==> src/rtl/sms_pkg.sv <==
package sms_pkg;

    typedef enum logic [2:0] {
        ST_FREE    = 3'd0,
        ST_NORM_P  = 3'd1,
        ST_NORM_S  = 3'd2,
        ST_HOLD_P  = 3'd3,
        ST_HOLD_S  = 3'd4,
        ST_AHOLD_P = 3'd5,
        ST_AHOLD_S = 3'd6
    } sms_state_e;

    typedef enum logic [1:0] {
        CTL_NORM = 2'b00,
        CTL_HOLD = 2'b01,
        CTL_FREE = 2'b10,
        CTL_AUTO = 2'b11
    } sms_ctl_e;

    typedef enum logic [1:0] {
        DM_FREE  = 2'b00,
        DM_NORM  = 2'b01,
        DM_HOLD  = 2'b10,
        DM_AHOLD = 2'b11
    } sms_dmode_e;

    function automatic sms_state_e st_norm(input logic r);
        return r ? ST_NORM_S : ST_NORM_P;
    endfunction

    function automatic sms_state_e st_hold(input logic r);
        return r ? ST_HOLD_S : ST_HOLD_P;
    endfunction

    function automatic sms_state_e st_ahold(input logic r);
        return r ? ST_AHOLD_S : ST_AHOLD_P;
    endfunction

    function automatic logic st_ref(input sms_state_e s);
        return (s == ST_NORM_S) || (s == ST_HOLD_S) || (s == ST_AHOLD_S);
    endfunction

endpackage

==> src/rtl/sms_manual_next.sv <==
module sms_manual_next
    import sms_pkg::*;
(
    input  sms_state_e cur,
    input  logic       hold_req,
    input  logic       ref_sel,
    input  logic       guard_in,
    input  logic       ref_bad,
    output sms_state_e nxt,
    output logic       corr
);

    always_comb begin
        nxt  = cur;
        corr = 1'b0;
        if (hold_req) begin
            // enter-holdover only from the same reference's normal states
            if (cur == st_norm(ref_sel) || cur == st_ahold(ref_sel))
                nxt = st_hold(ref_sel);
        end else if (ref_bad) begin
            // lose-ref: a normal state falls into auto-holdover
            if (cur == st_norm(ref_sel))
                nxt = st_ahold(ref_sel);
        end else begin
            nxt = st_norm(ref_sel);
            if (cur == ST_FREE || cur == st_norm(ref_sel) || cur == st_ahold(ref_sel))
                corr = 1'b0;
            else if (cur == st_hold(ref_sel))
                corr = guard_in;
            else
                corr = 1'b1;
        end
    end

endmodule

==> src/rtl/sms_auto_next.sv <==
module sms_auto_next
    import sms_pkg::*;
(
    input  sms_state_e cur,
    input  logic       auto_q,
    input  logic       ref_sel,
    input  logic       guard_in,
    input  logic       los_pri,
    input  logic       los_sec,
    input  logic       ref_bad,
    output sms_state_e nxt,
    output logic       corr
);

    always_comb begin
        nxt  = cur;
        corr = 1'b0;
        if (ref_sel) begin
            nxt = cur;                       // reserved setting: hold
        end else if (!auto_q) begin
            nxt  = los_pri ? ST_HOLD_P : ST_NORM_P;
            corr = !los_pri && st_ref(cur);
        end else begin
            unique case (cur)
                ST_NORM_P: begin
                    if (los_pri) begin
                        if (guard_in && !los_sec) begin
                            nxt  = ST_NORM_S;
                            corr = 1'b1;
                        end else begin
                            nxt = ST_HOLD_P;
                        end
                    end else if (ref_bad) begin
                        nxt = ST_AHOLD_P;
                    end
                end
                ST_HOLD_P: begin
                    if (!los_pri) begin
                        nxt  = ST_NORM_P;
                        corr = guard_in;
                    end else if (guard_in && !los_sec) begin
                        nxt  = ST_NORM_S;
                        corr = 1'b1;
                    end
                end
                ST_NORM_S: begin
                    if (!los_pri) begin
                        nxt  = ST_NORM_P;
                        corr = 1'b1;
                    end else if (los_sec) begin
                        nxt = ST_HOLD_S;
                    end else if (ref_bad) begin
                        nxt = ST_AHOLD_S;
                    end
                end
                ST_HOLD_S: begin
                    if (!los_pri) begin
                        nxt  = ST_NORM_P;
                        corr = 1'b1;
                    end else if (!los_sec) begin
                        nxt  = ST_NORM_S;
                        corr = guard_in;
                    end
                end
                ST_AHOLD_P: if (!ref_bad) nxt = ST_NORM_P;
                ST_AHOLD_S: if (!ref_bad) nxt = ST_NORM_S;
                default:    nxt = cur;
            endcase
        end
    end

endmodule

==> src/rtl/sync_mode_fsm.sv <==
module sync_mode_fsm
    import sms_pkg::*;
(
    input  logic       clk,
    input  logic       rst_n,
    input  logic       frm_stb,
    input  logic [1:0] mode_sel,
    input  logic       ref_sel,
    input  logic       guard_in,
    input  logic       los_pri,
    input  logic       los_sec,
    input  logic       ref_bad,
    output logic       sel_sec,
    output logic [1:0] dpll_mode,
    output logic       tie_en,
    output logic       guard_out
);

    sms_ctl_e   ctl;
    sms_state_e state_q, nxt_state;
    sms_state_e man_nxt, auto_nxt;
    logic       man_corr, auto_corr, nxt_corr;
    logic       auto_q, nxt_auto;
    logic       tie_q, gto_q;
    sms_dmode_e dm;

    assign ctl = sms_ctl_e'(mode_sel);

    sms_manual_next u_man (
        .cur      (state_q),
        .hold_req (ctl == CTL_HOLD),
        .ref_sel  (ref_sel),
        .guard_in (guard_in),
        .ref_bad  (ref_bad),
        .nxt      (man_nxt),
        .corr     (man_corr)
    );

    sms_auto_next u_auto (
        .cur      (state_q),
        .auto_q   (auto_q),
        .ref_sel  (ref_sel),
        .guard_in (guard_in),
        .los_pri  (los_pri),
        .los_sec  (los_sec),
        .ref_bad  (ref_bad),
        .nxt      (auto_nxt),
        .corr     (auto_corr)
    );

    always_comb begin
        unique case (ctl)
            CTL_FREE: begin
                nxt_state = ST_FREE;
                nxt_corr  = 1'b0;
            end
            CTL_AUTO: begin
                nxt_state = auto_nxt;
                nxt_corr  = auto_corr;
            end
            default: begin
                nxt_state = man_nxt;
                nxt_corr  = man_corr;
            end
        endcase
        if (ctl != CTL_AUTO)
            nxt_auto = 1'b0;
        else if (!ref_sel)
            nxt_auto = 1'b1;
        else
            nxt_auto = auto_q;
    end

    // state register: every update waits for the frame strobe
    always_ff @(posedge clk or negedge rst_n) begin
        if (!rst_n) begin
            state_q <= ST_FREE;
            auto_q  <= 1'b0;
            tie_q   <= 1'b0;
            gto_q   <= 1'b0;
        end else if (frm_stb) begin
            state_q <= nxt_state;
            auto_q  <= nxt_auto;
            tie_q   <= nxt_corr;
            gto_q   <= los_pri;
        end
    end

    // output decode
    always_comb begin
        unique case (state_q)
            ST_NORM_P, ST_NORM_S:   dm = DM_NORM;
            ST_HOLD_P, ST_HOLD_S:   dm = DM_HOLD;
            ST_AHOLD_P, ST_AHOLD_S: dm = DM_AHOLD;
            default:                dm = DM_FREE;
        endcase
        sel_sec   = st_ref(state_q);
        dpll_mode = dm;
        tie_en    = tie_q;
        guard_out = gto_q;
    end

endmodule

==> config.mk <==
export PLATFORM = sky130hd
export DESIGN_NAME = sync_mode_fsm
export DESIGN_NICKNAME = d
export VERILOG_FILES = /design/src/rtl/sms_pkg.sv /design/src/rtl/sms_manual_next.sv /design/src/rtl/sms_auto_next.sv /design/src/rtl/sync_mode_fsm.sv
export SDC_FILE = /design/constraint.sdc
export NUM_CORES = 1
export LEC_CHECK = 0
export ABC_AREA = 0
export BUFFER_PORTS_ARGS = -buffer_cell sky130_fd_sc_hd__buf_2
export CORE_UTILIZATION = 45
export CTS_BUF_LIST = sky130_fd_sc_hd__clkbuf_8
export CTS_CLUSTER_SIZE = 8
export DETAILED_ROUTE_END_ITERATION = 12
export GPL_ROUTABILITY_DRIVEN = 0
export PLACE_DENSITY = 0.68
export SYNTH_ARGS = -nofsm -noshare
export SYNTH_HDL_FRONTEND = slang
export SYNTH_SLANG_ARGS = --single-unit
export TNS_END_PERCENT = 100
==> constraint.sdc <==
create_clock -name clk -period 1.9 [get_ports clk]
set_clock_uncertainty 0.1 [all_clocks]
set_input_delay 0.285 -clock clk [delete_from_list [all_inputs] [get_ports clk]]
set_output_delay 0.285 -clock clk [all_outputs]
set_load 0.05 [all_outputs]
-- Word level (Yosys, flattened, before mapping)
Cells that the tools add are included.
- register bits after elaboration: 6
- input port bits: 10
- logic and storage cells: 84
- equal/unequal tests: 24
- mux-type cells: 41
- reductions and logical operators: 15
- operator list (cell ; count):
    3-bit two-way mux ; 18
    3-bit one-hot mux with 6 select lines ; 1
    1-bit two-way mux ; 15
    4-bit != test (second input constant) ; 3
    11-bit AND reduction ; 1
    5-bit != test (second input constant) ; 2
    3-bit == test (second input constant) ; 3
    8-bit by 5-bit != test with 1-bit output (second input constant) ; 1
    3-bit by 2-bit == test with 1-bit output (second input constant) ; 2
    3-bit == test ; 2
    2-bit two-way mux ; 3
    6-bit != test (second input constant) ; 1
    2-bit one-hot mux with 3 select lines ; 1
    3-bit one-hot mux with 2 select lines ; 1
    2-bit OR reduction ; 3
    1-bit logical OR ; 5
    5-bit by 1-bit != test with 1-bit output (second input constant) ; 1
    5-bit by 4-bit != test with 1-bit output (second input constant) ; 1
    2-bit == test (second input constant) ; 2
    2-bit != test (second input constant) ; 2
    1-bit one-hot mux with 4 select lines ; 1
    3-bit by 1-bit == test with 1-bit output (second input constant) ; 1
    3-bit by 2-bit == test with 1-bit output ; 1
    3-bit logical NOT ; 1
    other kinds (6) ; 8

-- Logic depth before layout (Yosys ltp)
- word-level depth: 8
- depth in mapped cells: 7
- mapped depth without buffers: 5

-- Modules after synthesis
Synthesis repeated with hierarchy kept, for this count alone.
- cell total of the unflattened synthesis: 90
- area total of the unflattened synthesis: 695.7 µm²
- by module, submodules not included (module ; times used ; cells an instance ; area an instance (µm²)):
    sync_mode_fsm ; 1 ; 34 ; 329.1
    sms_auto_next ; 1 ; 38 ; 247.7
    sms_manual_next ; 1 ; 18 ; 118.9

-- Least setup slack after synthesis
OpenSTA, ideal clock, no wires.
- kind: register to output
- start point: register state_q[0]
- end point: output dpll_mode[1]
- data arrival time: 1.510 ns
- data required time: 1.515 ns
- setup slack: 0.005 ns
- cell stages (with the launch flop): 5
- buffers on the path: 2
- path through: dfrtp_1 > buf_6 > buf_2 > nand2_1 > xnor2_1
- longest elaborated chain between the ends: 3
- RTL lines (item ; RTL line ; RTL):
    from (decl) ; sync_mode_fsm.sv:20 ; sms_state_e state_q, nxt_state;
    from (signal assigned) ; sync_mode_fsm.sv:82 ; state_q <= nxt_state;
    3-bit == test, or another cell as far along ; sync_mode_fsm.sv:91 ; unique case (state_q)
    2-bit OR reduction ; sync_mode_fsm.sv:91 ;
    2-bit one-hot mux with 3 select lines (*) ; sync_mode_fsm.sv:91 ;
    to (decl) ; sync_mode_fsm.sv:14 ; output logic [1:0] dpll_mode,
Mark *: on every way between the ends. The rest lies on a longest branch, timed or not.

-- Worst setup path in the final report
- start point: register state_q[0]
- end point: register state_q[0]
- longest elaborated chain between the ends: 5
- RTL lines (item ; RTL line ; RTL):
    3-bit == test, or another cell as far along ; sms_auto_next.sv:24 ; unique case (cur)
    3-bit one-hot mux with 6 select lines ; sms_auto_next.sv:24 ;
    3-bit two-way mux ; sms_auto_next.sv:20 ; end else if (!auto_q) begin
    3-bit two-way mux ; sms_auto_next.sv:18 ; if (ref_sel) begin
    3-bit one-hot mux with 2 select lines ; sync_mode_fsm.sv:52 ; unique case (ctl)
Several ways; a longest one is shown, not always the timed one. The select of a mux whose other input is x is not followed.
A chain may end at the register's enable or synchronous reset.

==> metrics.md <==
| Metric | Value |
|---|---|
| Pwr per Cell Area | about 1100 nW/um^2 |
| Rows | 13 |
| Cell Area, Synth | ~700 sq um |
| Number of enable flip-flop cells after synthesis | 0 |
| Diode count | 0 |
| Reg clk slew, reported paths | roughly 40 ps |
| H-tree depth | 1 |
| Syn-to-layout area delta | 18.5% |
| R2R depth | 5 |
| Nets | ~110 |
| Sequential fraction of the synthesis area | 0.215 |
| Routed len/inst | between 10 and 15 um |
| Die Span Y | just over 40 um |
| CP Capture Type | flop |
| RSZ-0062 raised after global routing | no |
| GRT Util Overall | 0.228 |
| Filler Cell Count | around 140 |
| Clock Path Buffers | 2 |
| I/O Pins | 15 |
| Fin crit share | 0.931 |
| Initial antenna violation count | 0 |
| Mapped Cells | 86 |
| Synth unique cells | 45 |
| Post-route ant nets | 0 |
| Synth warnings | 0 |
| Final setup fails | 0 |
| Setup TNS | 0 ps |
| Final Hold Viols | 0 |
| First DRT Iteration DRCs | 18 |
| Number of CTS-inserted buffers | 3 |
| Core ar. | ~1400 sq um |
| Post-layout minimum cycle time | around 1800 ps |
| Startpoint types | flop |
| Largest net degree at the start of global routing | 16 |
| Maximum fanout along the worst path | 15 |
| Post-route cell area | just over 800 sq um |
| Setup WS post-layout | ~130 ps |
| CTS tree | yes |
| Post-synthesis register bit count | 6 |
| Leading cell types by count after synthesis | 7 x nor2_1, 6 x a21oi_1, 6 x dfrtp_1 |
| WP data required | roughly 1900 ps |
| Hold endpoint | tie_en |
| Status | finished clean |
| Number of global-route vias before repair | 561 |
| Worst R2R Start | state_q[0] |
| Die X | between 40 and 50 um |
| WHS Path Cells | 2 |
| Root buf cell | clkbuf_8 |
| Top cells by area, synth | dfrtp_1 22%, a21oi_1 4.3%, mux2_4 4.3% |
| Max_cap viols | 0 |
| Syn Area/Cell | roughly 8 sq um |
| FFs w/ async S/R, synth | 1.00 |
| Post-synth net total | 96 |
| Hpwl dp | ~1.2 mm |
| R2R Setup Slk | 130 ps |
| Post-CTS Setup Inserts | 0 |
| WL final | between 1.5 and 2 mm |
| Critical Path Source | state_q[0] |
| Worst VDD drop | between 600 and 700 uV |
| Starting Density | 0.511 |
| Via count | between 700 and 800 |
| Slew headroom | 0.797 |
| Top-area cell type share of the netlist area | 0.215 |
| Min-Delay Path Class | input pin to flop |
| RR Endpoint | state_q[0] |
| Post-DP Area | about 770 sq um |
| Global-route wire length before repair | ~2.5 mm |
| Pre-CTS WS | between 40 and 50 ps |
| FMAX | ~570 MHz |
| Crit path DAT | 1770 ps |
| Synth area leader | dfrtp_1 |
| Length of the first detailed-routing pass in iterations | 4 |
| Layout cell share with drive strength beyond 1 | 0.317 |
| Clk Latency, worst-skew pair | about 230 ps |
| Min Hold Slack | 217 ps |
| Die footprint | about 1700 sq um |
| Total gr overflow | 0 |
| Leakage power | ~0.00037 uW |
| Util after Layout | 0.605 |
| Vias per cell | 6.21 |
| CTS Sinks | 6 |
| Number of I/O port buffers | 14 |
| Pins Over Slew Limit | 0 |
| DRC | 0 |
| Count leader, synth | nor2_1 |
| Min-Delay Startpoint | frm_stb |
| Worst-Margin Slew | just over 300 ps |
| Ys flop type | dfrtp_1 |
| Crit path kind | flop to flop |
[placed cells by master (no fill, tap or decap), types with 2 or more instances in the layout]
cell type	Yosys	layout
inv_1	5	5
nand3_1	2	2
nand2_1	3	3
o21ai_0	5	5
dfrtp_1	6	4
nor2_1	7	7
xnor2_1	2	2
mux2i_1	2	2
a21oi_1	6	6
dfrtp_2	0	2
buf_4	1	6
a31oi_1	2	2
nor4_1	2	2
nor3_1	3	3
buf_2	5	14
mux2_4	2	2
nor3b_1	3	3
clkbuf_8	0	3
[final cells by class]
type	count	area (sq um)	share of cell area
clock buffers	3	41.3	0.0499
repair buffers	21	125	0.151
inverters	5	18.8	0.0227
well taps	15	18.8	0.0227
multi-input cells	66	470	0.569
flip-flops and latches	6	153	0.185
[kinds of logic after synthesis]
| family | Yosys count | synth area share |
|---|---|---|
| buf+inv | 14 | 0.111 |
| mux | 5 | 0.0878 |
| xor+xnor | 3 | 0.0376 |
| simple gates | 30 | 0.246 |
| compound gates | 27 | 0.289 |
| flops | 6 | 0.215 |
| fa+ha+maj | 1 | 0.0143 |
[registers in the layout, indices dropped and copies added, names as in the netlist]
name       count
state_q        3
guard_out      1
tie_en         1
auto_q         1
[timing repair]
action / CTS / global route
endpoints found under the setup margin: 0 / 3
hold buffers: 1 / 0
gates resized for setup: 0 / 2
hold endpoints to repair: 6 / 0
[critical path, cell delays in order, from the launching register on]
cell and delay [ps]:
dfrtp_2 490, and3b_1 270, nor4_1 60, a311oi_2 220, o211ai_2 190, mux2_4 320
[worst max path at each step]
stage | cells after the start | end | slack (ps)
final | 5 | state_q[0] | 130
after global routing | 4 | state_q[0] | 50
after CTS | 4 | dpll_mode[1] | 10
after detailed placement | 5 | state_q[0] | 40
after global placement | 5 | state_q[2] | 80
after floorplan | 4 | dpll_mode[1] | 5
[report_power, final]
| part | switching [uW] | internal [uW] |
|---|---|---|
| clock | 60.0 | 137 |
| combinational | 320 | 205 |
| sequential | 58.2 | 157 |
| total | 438 | 498 |
[routing by layer]
layer | track usage | routed length, um
met1 | 0.294 | 783
met2 | 0.363 | 784
met3 | 0.0798 | 115
met4 | 0.0484 | 13
met5 | 0 | 0
[stage by stage]
step / total power, uW / cells
after floorplan: 621 / 86
after global placement: 727 / 112
after detailed placement: 736 / 112
after CTS: 938 / 116
after global routing: 994 / 116
final: 937 / 116
(Power assumes the default switching activity.)
